--- src/rtl/irq_accept_pkg.sv ---
package irq_accept_pkg;

    // Progress of an enable command that has not yet taken effect
    typedef enum logic [1:0] {
        ARM_IDLE = 2'd0,
        ARM_OWN  = 2'd1,   // waiting for the enabling instruction to finish
        ARM_NEXT = 2'd2    // waiting for the following instruction to finish
    } arm_e;

    typedef struct packed {
        logic ie;
        arm_e arm;
    } en_state_t;

    typedef struct packed {
        logic pend;
        logic acc;
    } samp_state_t;

endpackage

--- src/rtl/irq_enable_ctl.sv ---
module irq_enable_ctl
    import irq_accept_pkg::*;
(
    input  logic clk,
    input  logic rst_n,
    input  logic en_cmd_i,
    input  logic dis_cmd_i,
    input  logic instr_end_i,
    input  logic take_i,
    output logic ie_o
);

    en_state_t st_d, st_q;

    always_comb begin
        st_d = st_q;
        if (dis_cmd_i) begin
            st_d.ie  = 1'b0;
            st_d.arm = ARM_IDLE;
        end else if (take_i) begin
            st_d.ie  = 1'b0;
            st_d.arm = ARM_IDLE;
        end else if (en_cmd_i && !st_q.ie) begin
            st_d.arm = instr_end_i ? ARM_NEXT : ARM_OWN;
        end else begin
            unique case (st_q.arm)
                ARM_OWN:  if (instr_end_i) st_d.arm = ARM_NEXT;
                ARM_NEXT: if (instr_end_i) begin
                    st_d.arm = ARM_IDLE;
                    st_d.ie  = 1'b1;
                end
                default:  st_d.arm = ARM_IDLE;
            endcase
        end
    end

    always_ff @(posedge clk) begin
        if (!rst_n) begin
            st_q <= '{ie: 1'b0, arm: ARM_IDLE};
        end else begin
            st_q <= st_d;
        end
    end

    assign ie_o = st_q.ie;


    take_clears_ie_chk: assert property (@(posedge clk) disable iff (!rst_n)
        take_i |=> !ie_o);


    ie_rise_at_end_chk: assert property (@(posedge clk) disable iff (!rst_n)
        $rose(ie_o) |-> $past(instr_end_i));


    dis_clears_ie_chk: assert property (@(posedge clk) disable iff (!rst_n)
        dis_cmd_i |=> !ie_o);

endmodule

--- src/rtl/irq_sampler.sv ---
module irq_sampler
    import irq_accept_pkg::*;
(
    input  logic clk,
    input  logic rst_n,
    input  logic irq_i,
    input  logic samp_slot_i,
    input  logic instr_end_i,
    input  logic ie_i,
    input  logic ack_busy_i,
    output logic take_o,
    output logic start_o,
    output logic pend_o,
    output logic accepted_o
);

    samp_state_t st_d, st_q;

    // Sample only in the next-to-last clock, never while a previous one is in flight
    assign take_o  = samp_slot_i && irq_i && ie_i && !st_q.pend && !ack_busy_i;
    assign start_o = st_q.pend && instr_end_i;

    always_comb begin
        st_d     = st_q;
        st_d.acc = take_o;
        if (take_o) begin
            st_d.pend = 1'b1;
        end else if (start_o) begin
            st_d.pend = 1'b0;
        end
    end

    always_ff @(posedge clk) begin
        if (!rst_n) begin
            st_q <= '0;
        end else begin
            st_q <= st_d;
        end
    end

    assign pend_o     = st_q.pend;
    assign accepted_o = st_q.acc;


    sample_point_chk: assert property (@(posedge clk) disable iff (!rst_n)
        $rose(accepted_o) |-> $past(samp_slot_i && irq_i));


    single_pulse_chk: assert property (@(posedge clk) disable iff (!rst_n)
        accepted_o |=> !accepted_o);

endmodule

--- src/rtl/irq_ack_seq.sv ---
module irq_ack_seq #(
    parameter int ACK_CLKS = 3
) (
    input  logic clk,
    input  logic rst_n,
    input  logic start_i,
    input  logic pend_i,
    output logic busy_o,
    output logic ack_o,
    output logic pc_hold_o
);

    localparam int CNT_W = $clog2(ACK_CLKS + 1);
    localparam logic [CNT_W-1:0] LOAD = CNT_W'(ACK_CLKS);

    logic [CNT_W-1:0] cnt_d, cnt_q;

    always_comb begin
        cnt_d = cnt_q;
        if (start_i) begin
            cnt_d = LOAD;
        end else if (cnt_q != '0) begin
            cnt_d = cnt_q - 1'b1;
        end
    end

    always_ff @(posedge clk) begin
        if (!rst_n) begin
            cnt_q <= '0;
        end else begin
            cnt_q <= cnt_d;
        end
    end

    assign busy_o    = (cnt_q != '0);
    assign ack_o     = busy_o;
    assign pc_hold_o = pend_i || busy_o;


    ack_follows_start_chk: assert property (@(posedge clk) disable iff (!rst_n)
        start_i |=> ack_o && pc_hold_o);


    no_ack_overlap_chk: assert property (@(posedge clk) disable iff (!rst_n)
        ack_o |-> !start_i);


    hold_during_pend_chk: assert property (@(posedge clk) disable iff (!rst_n)
        pend_i |-> pc_hold_o);

endmodule

--- src/rtl/irq_accept_ctrl.sv ---
module irq_accept_ctrl #(
    parameter int ACK_CLKS = 3
) (
    input  logic clk,
    input  logic rst_n,
    input  logic irq_i,
    input  logic samp_slot_i,
    input  logic instr_end_i,
    input  logic en_cmd_i,
    input  logic dis_cmd_i,
    output logic accepted_o,
    output logic ack_o,
    output logic pc_hold_o
);

    logic ie, take, start, pend, busy;

    irq_enable_ctl u_en (
        .clk         (clk),
        .rst_n       (rst_n),
        .en_cmd_i    (en_cmd_i),
        .dis_cmd_i   (dis_cmd_i),
        .instr_end_i (instr_end_i),
        .take_i      (take),
        .ie_o        (ie)
    );

    irq_sampler u_samp (
        .clk         (clk),
        .rst_n       (rst_n),
        .irq_i       (irq_i),
        .samp_slot_i (samp_slot_i),
        .instr_end_i (instr_end_i),
        .ie_i        (ie),
        .ack_busy_i  (busy),
        .take_o      (take),
        .start_o     (start),
        .pend_o      (pend),
        .accepted_o  (accepted_o)
    );

    irq_ack_seq #(.ACK_CLKS(ACK_CLKS)) u_ack (
        .clk       (clk),
        .rst_n     (rst_n),
        .start_i   (start),
        .pend_i    (pend),
        .busy_o    (busy),
        .ack_o     (ack_o),
        .pc_hold_o (pc_hold_o)
    );


    no_take_disabled_chk: assert property (@(posedge clk) disable iff (!rst_n)
        !ie |=> !accepted_o);

endmodule

--- config.mk ---
export PLATFORM = sky130hd
export DESIGN_NAME = irq_accept_ctrl
export DESIGN_NICKNAME = d
export VERILOG_FILES = /design/src/rtl/irq_accept_pkg.sv /design/src/rtl/irq_enable_ctl.sv /design/src/rtl/irq_sampler.sv /design/src/rtl/irq_ack_seq.sv /design/src/rtl/irq_accept_ctrl.sv
export SDC_FILE = /design/constraint.sdc
export NUM_CORES = 1
export LEC_CHECK = 0
export CORE_AREA = 5 5 42 44
export CTS_CLUSTER_SIZE = 40
export DETAILED_ROUTE_END_ITERATION = 8
export DIE_AREA = 0 0 47 49
export HOLD_SLACK_MARGIN = 0.03
export PLACE_DENSITY = 0.62
export SYNTH_ARGS = -nofsm -noshare
export SYNTH_HDL_FRONTEND = slang
export SYNTH_HIERARCHICAL = 1
export SYNTH_SLANG_ARGS = --single-unit
--- constraint.sdc ---
create_clock -name clk -period 1.6 [get_ports clk]
set_clock_uncertainty 0.15 [all_clocks]
set_input_delay 0.24 -clock clk [delete_from_list [all_inputs] [get_ports clk]]
set_output_delay 0.24 -clock clk [all_outputs]
set_load 0.005 [all_outputs]
* Word level (Yosys, flattened, before mapping) *
Cells that the tools add are included.

storage, ports and cells
  register bits = 7
  latch bits = 0
  RAM bits = 0
  memory bits (read-only) = 0
  input port bits = 7
  output and inout bits = 3
  logic and storage cells = 37
  memories = 0

operators by class
  add/subtract/negate cells = 1
  multipliers = 0
  div/mod/pow operators = 0
  $lt $le $gt $ge = 0
  equality and inequality tests = 4
  shifts and indexed selects = 0
  multiplexer cells = 9
  bitwise logic cells = 2
  reduce and logical (&&, ||, !) cells = 16

operators by type and width
  kind                                                 count
  2-to-1 mux 2 bit                                     6
  logical AND 1 bit                                    6
  != test 3 x 2 -> 1 bit, second input constant        2
  nonzero test 2 bit                                   3
  case mux 2 bit (2 select lines)                      1
  zero test 1 bit                                      3
  AND reduction 3 bit                                  1
  OR reduction 3 bit                                   1
  equality test 2 x 1 -> 1 bit, second input constant  1
  equality test 2 bit, second input constant           1
  2-to-1 mux 1 bit                                     2
  NOT 1 bit                                            2
  AND reduction 2 bit                                  1
  subtractor 2 x 1 -> 2 bit, second input constant     1
  logical OR 1 bit                                     1

* Longest topological paths before layout *
  depth in word-level cells = 5
  mapped depth = 8

* Modules after synthesis *
Netlist, hierarchy kept.

by module, submodules not included
  module          times used  cells an instance  area an instance (um^2)  sequential area each (um^2)
  irq_enable_ctl  1           14                 137.6                    60.1
  irq_ack_seq     1           12                 112.6                    40.0
  irq_sampler     1           11                 97.6                     40.0

* Worst setup path after synthesis *
Ideal clock, no wire load.

  path kind = reg2reg
  start = register u_ack.cnt_q[0]
  end = register u_en/st_q[0] in the netlist's numbering
  library setup time = 0.078 ns
  data arrival time = 1.420 ns
  data required time = 1.372 ns
  setup slack = -0.048 ns
  cell stages (with the launch flop) = 9
  path buffers = 1
  cell sequence = dfxtp_1 -> inv_1 -> ha_1 -> inv_2 -> buf_4 -> or2_4 -> nor3_1 -> or3b_4 -> nor3_1

on the way
  longest elaborated chain between the ends = 4

ends and longest elaborated chain
  element                              line                   text
  start: declaration                   irq_ack_seq.sv:16      logic [CNT_W-1:0] cnt_d, cnt_q;
  start signal: assignment             irq_ack_seq.sv:31      cnt_q <= cnt_d;
  nonzero test 2 bit                   irq_ack_seq.sv:35      assign busy_o = (cnt_q != '0);
  via ack_o                            irq_accept_ctrl.sv:12  output logic ack_o,
  zero test 1 bit                      irq_sampler.sv:20      assign take_o = samp_slot_i && irq_i && ie_i && !st_q.pend && !ack_busy_i;
  logical AND 1 bit                    irq_sampler.sv:20
  via take                             irq_accept_ctrl.sv:16  logic ie, take, start, pend, busy;
  OR reduction 3 bit (no source line)  n/a
  end signal: assignment               irq_enable_ctl.sv:39   st_q <= '{ie: 1'b0, arm: ARM_IDLE};
  end signal: assignment               irq_enable_ctl.sv:41   st_q <= st_d;
  end: declaration                     irq_enable_ctl.sv:13   en_state_t st_d, st_q;

The timed path passes the listed nets, and every way through them passes these cells.
A chain may end at the register's enable or synchronous reset.

* Worst setup path in the final report *
  start = register u_ack.cnt_q[0]
  end = register u_en/st_q[0] in the netlist's numbering

on the way
  longest elaborated chain between the ends = 4

ends and longest elaborated chain
  element                              line
  nonzero test 2 bit                   irq_ack_seq.sv:35
  zero test 1 bit                      irq_sampler.sv:20
  logical AND 1 bit                    irq_sampler.sv:20
  via take                             irq_accept_ctrl.sv:16
  OR reduction 3 bit (no source line)  n/a

The timed path passes the listed nets, and every way through them passes these cells.

==> flow_summary.ini <==
[run_status]
outcome = completed

[detailed_routing]
avgViaCountPerCell = 4.292
wl_per_cell_um = 8.736
final_antenna_net_count = 0
drtIter0Drc = 0
dr.pass1.iters = 1
drc = 0
routed_wl_um = 629
via_count = 309

[global_route]
grt.met2_usage = 0.09276
grt_pass1_wl_um = 1041
busiest_layer = met2
grt-ovfl-total = 0
antenna_found_initial = 0
grt_max_degree = 6
grtUsageTotal = 0.06417
use_met1 = 0.07064
grt_pass1_vias = 270
grt_util_met3 = 0.03321

[power]
p_sw_uw = 172.4
leakagePower_nw = 0.2194
peakVddDrop_uv = 416.3
swShare = 0.2719
power.density_nw_per_um2 = 1193
clkPwrFrac = 0.251
p_comb_frac = 0.428
seq_power_share = 0.322
intPower_uw = 461.8

[setup_path]
cp.required_ps = 1630
reg2regPathDepth = 7
reg2reg_to = u_en/st_q[0]
startpoint_type = register
path_buf_inv = 2
reg2reg_slack_ps = 30
cpMaxStageDelayCell = or3b_4
startpoint = u_ack/cnt_q[0]
critical_path.max_stage_delay_ps = 390
crit_path_max_fanout = 3
path_depth = 7
critPathArrivalTime_ps = 1600
setup.worst_path.end_class = register
setup.worst_path.class = register to register
critPathCapture = u_en/st_q[0]
path_cells = inv_1 -> ha_2 -> inv_2 -> or2_4 -> nor3_1 -> or3b_4 -> nor3_2
timing.rr.start = u_ack/cnt_q[0]
critical-path-top-delay-family = simple AND/OR/NAND/NOR gates

[yosys]
synth_area_per_cell_um2 = 9.401
ys_seq_elements = 7
synth.top_cell.area_share = 0.4029
synth_area_um2 = 347.8
syn_inst = 37
ys_types = 23
yosysTopAreaCell = dfxtp_1
synth_nets = 45
yosysWarnings = 6
seq_area_frac_synth = 0.4029
synthTopCellsByArea = dfxtp_1, nor3_1, o21a_1, nor2b_4, ha_1

[sta]
worst_pin_slew_ps = 268.0
drv_slew = 0
rsz0062_at_grt = yes
fin_crit_ps = 1571
finalSetupTns_ps = 0
maxSlewHeadroom = 0.8189
finalCritPeriodShare = 0.9819
setup-violations-final = 0
max_clock_freq_ghz = 0.6365
setup_slack_ps = 28.99
hold_viol_final = 0

[floorplan]
die_w_um = 47
fp.coreArea_um2 = 1401
rows = 14
start_util = 0.2482
die_area_um2 = 2303
pin_count = 10
die_h_um = 49

[final_layout]
antenna_cells = 0
fin_util = 0.3795
area_delta_synth_final_pct = 52.88
fin_area_um2 = 531.8
mostFrequentLayoutCells = clkdlybuf4s50_1, buf_4, dfxtp_1
fill_cells = 156
drive_gt1_frac = 0.3571
instances_no_fill = 72
final_net_count = 65

[place]
gp_congestion = 0.6519
placedCellCount = 66
hpwl_um = 500.8
dp_slack_ps = -35.87
port-buffer-count = 9
placed_area_um2 = 491.7

[flow_run]
max_cap_viol_count = 0

[clocking]
numCtsBuffers = 3
clockBufferDepth = 2
clock_tree.root_cell = clkbuf_4
clk_latency_ps = 250
htreeDepth = 1
clk_pin_slew_worst_paths_ps = 50
clkSinkCount = 7
cts_tree = done

[min_path]
hp-class = register to register
power by group through the flow:
| stage | registers (mW) | clock network, mW | logic [mW] |
|---|---|---|---|
| after CTS | 0.204 | 0.166 | 0.262 |
| after detailed placement | 0.208 | 0 | 0.258 |
| after global placement | 0.207 | 0 | 0.253 |
| after global routing | 0.207 | 0.173 | 0.301 |
| final | 0.204 | 0.159 | 0.271 |
| after floorplan | 0.206 | 0 | 0.165 |
layout make-up:
cell class | instances | area [um^2] | share of cell area
multi-input combinational | 25 | 192.7 | 0.3624
sequential | 7 | 141.4 | 0.2659
timing repair buffer | 16 | 136.4 | 0.2565
clock buffer | 4 | 26.28 | 0.04941
tap | 16 | 20.02 | 0.03765
inverter | 4 | 15.01 | 0.02824
flip-flops by register name, summed over array words and instances (netlist names):
register,cells
u_samp/accepted_o,1
u_samp/pend_o,1
u_ack/cnt_q,2
u_en/ie_o,1
u_en/st_q,2
metrics by stage:
stage          total power, mW  hold slack [ps]
2_1_floorplan           0.3706            166.8
3_3_place_gp            0.4603            377.1
3_5_place_dp            0.4657            375.7
4_1_cts                 0.6323            385.8
5_1_grt                 0.6811            392.9
6_report                0.6342            376.6
what timing repair did:
action / CTS / global route
hold buffers: 0 / 0
resized for setup: 3 / 2
hold endpoints to repair: 0 / 0
buffers inserted: 1 / 1
endpoints found under the setup margin: 2 / 3
pin swaps: 1 / 0
metal layers:
layer,vias to the layer above,share of wire
met4,0,0
met5,-,0
met2,7,0.48
met3,0,0.076
li1,163,-
met1,139,0.45
how the worst min path moves through the flow:
stage	start	endpoint	slack (ps)	cells past startpoint
after floorplan	instr_end_i	u_en/st_q[0]	170	1
after global placement	u_samp/pend_o	u_samp/pend_o	380	2
after detailed placement	u_samp/pend_o	u_samp/pend_o	380	2
after CTS	u_samp/pend_o	u_samp/pend_o	390	2
after global routing	u_samp/pend_o	u_samp/pend_o	390	2
final	u_samp/pend_o	u_samp/pend_o	380	2
worst min-delay path: cells and delay by family (launching register included):
family          cells  cell delay, ps
flops               1             330
simple gates        1             100
compound gates      1              60
kinds of logic after synthesis:
family / after synthesis / synth area share
and+or+nand+nor: 17 / 0.3346
DFF: 7 / 0.4029
AOI/OAI and AO/OA: 5 / 0.1079
buffers and inverters: 5 / 0.06474
xor gates and xnor gates: 1 / 0.02518
muxes: 1 / 0.02878
adders and majority gates: 1 / 0.03597
synth_stat cells:
cell type,n
o21ai_0,1
nor2b_4,1
nand3b_1,1
mux2i_1,1
nand2_1,2
or2_4,1
nor4bb_1,1
o31ai_2,1
and2_2,1
a21oi_1,1
dfxtp_1,7
nor3_1,3
ha_1,1
inv_2,1
or3b_4,1
o21a_1,2
or2b_1,1
nor2b_1,1
inv_1,3
xnor2_1,1
or4b_1,1
buf_4,1
nor2_1,3
(Power assumes the default switching activity.)
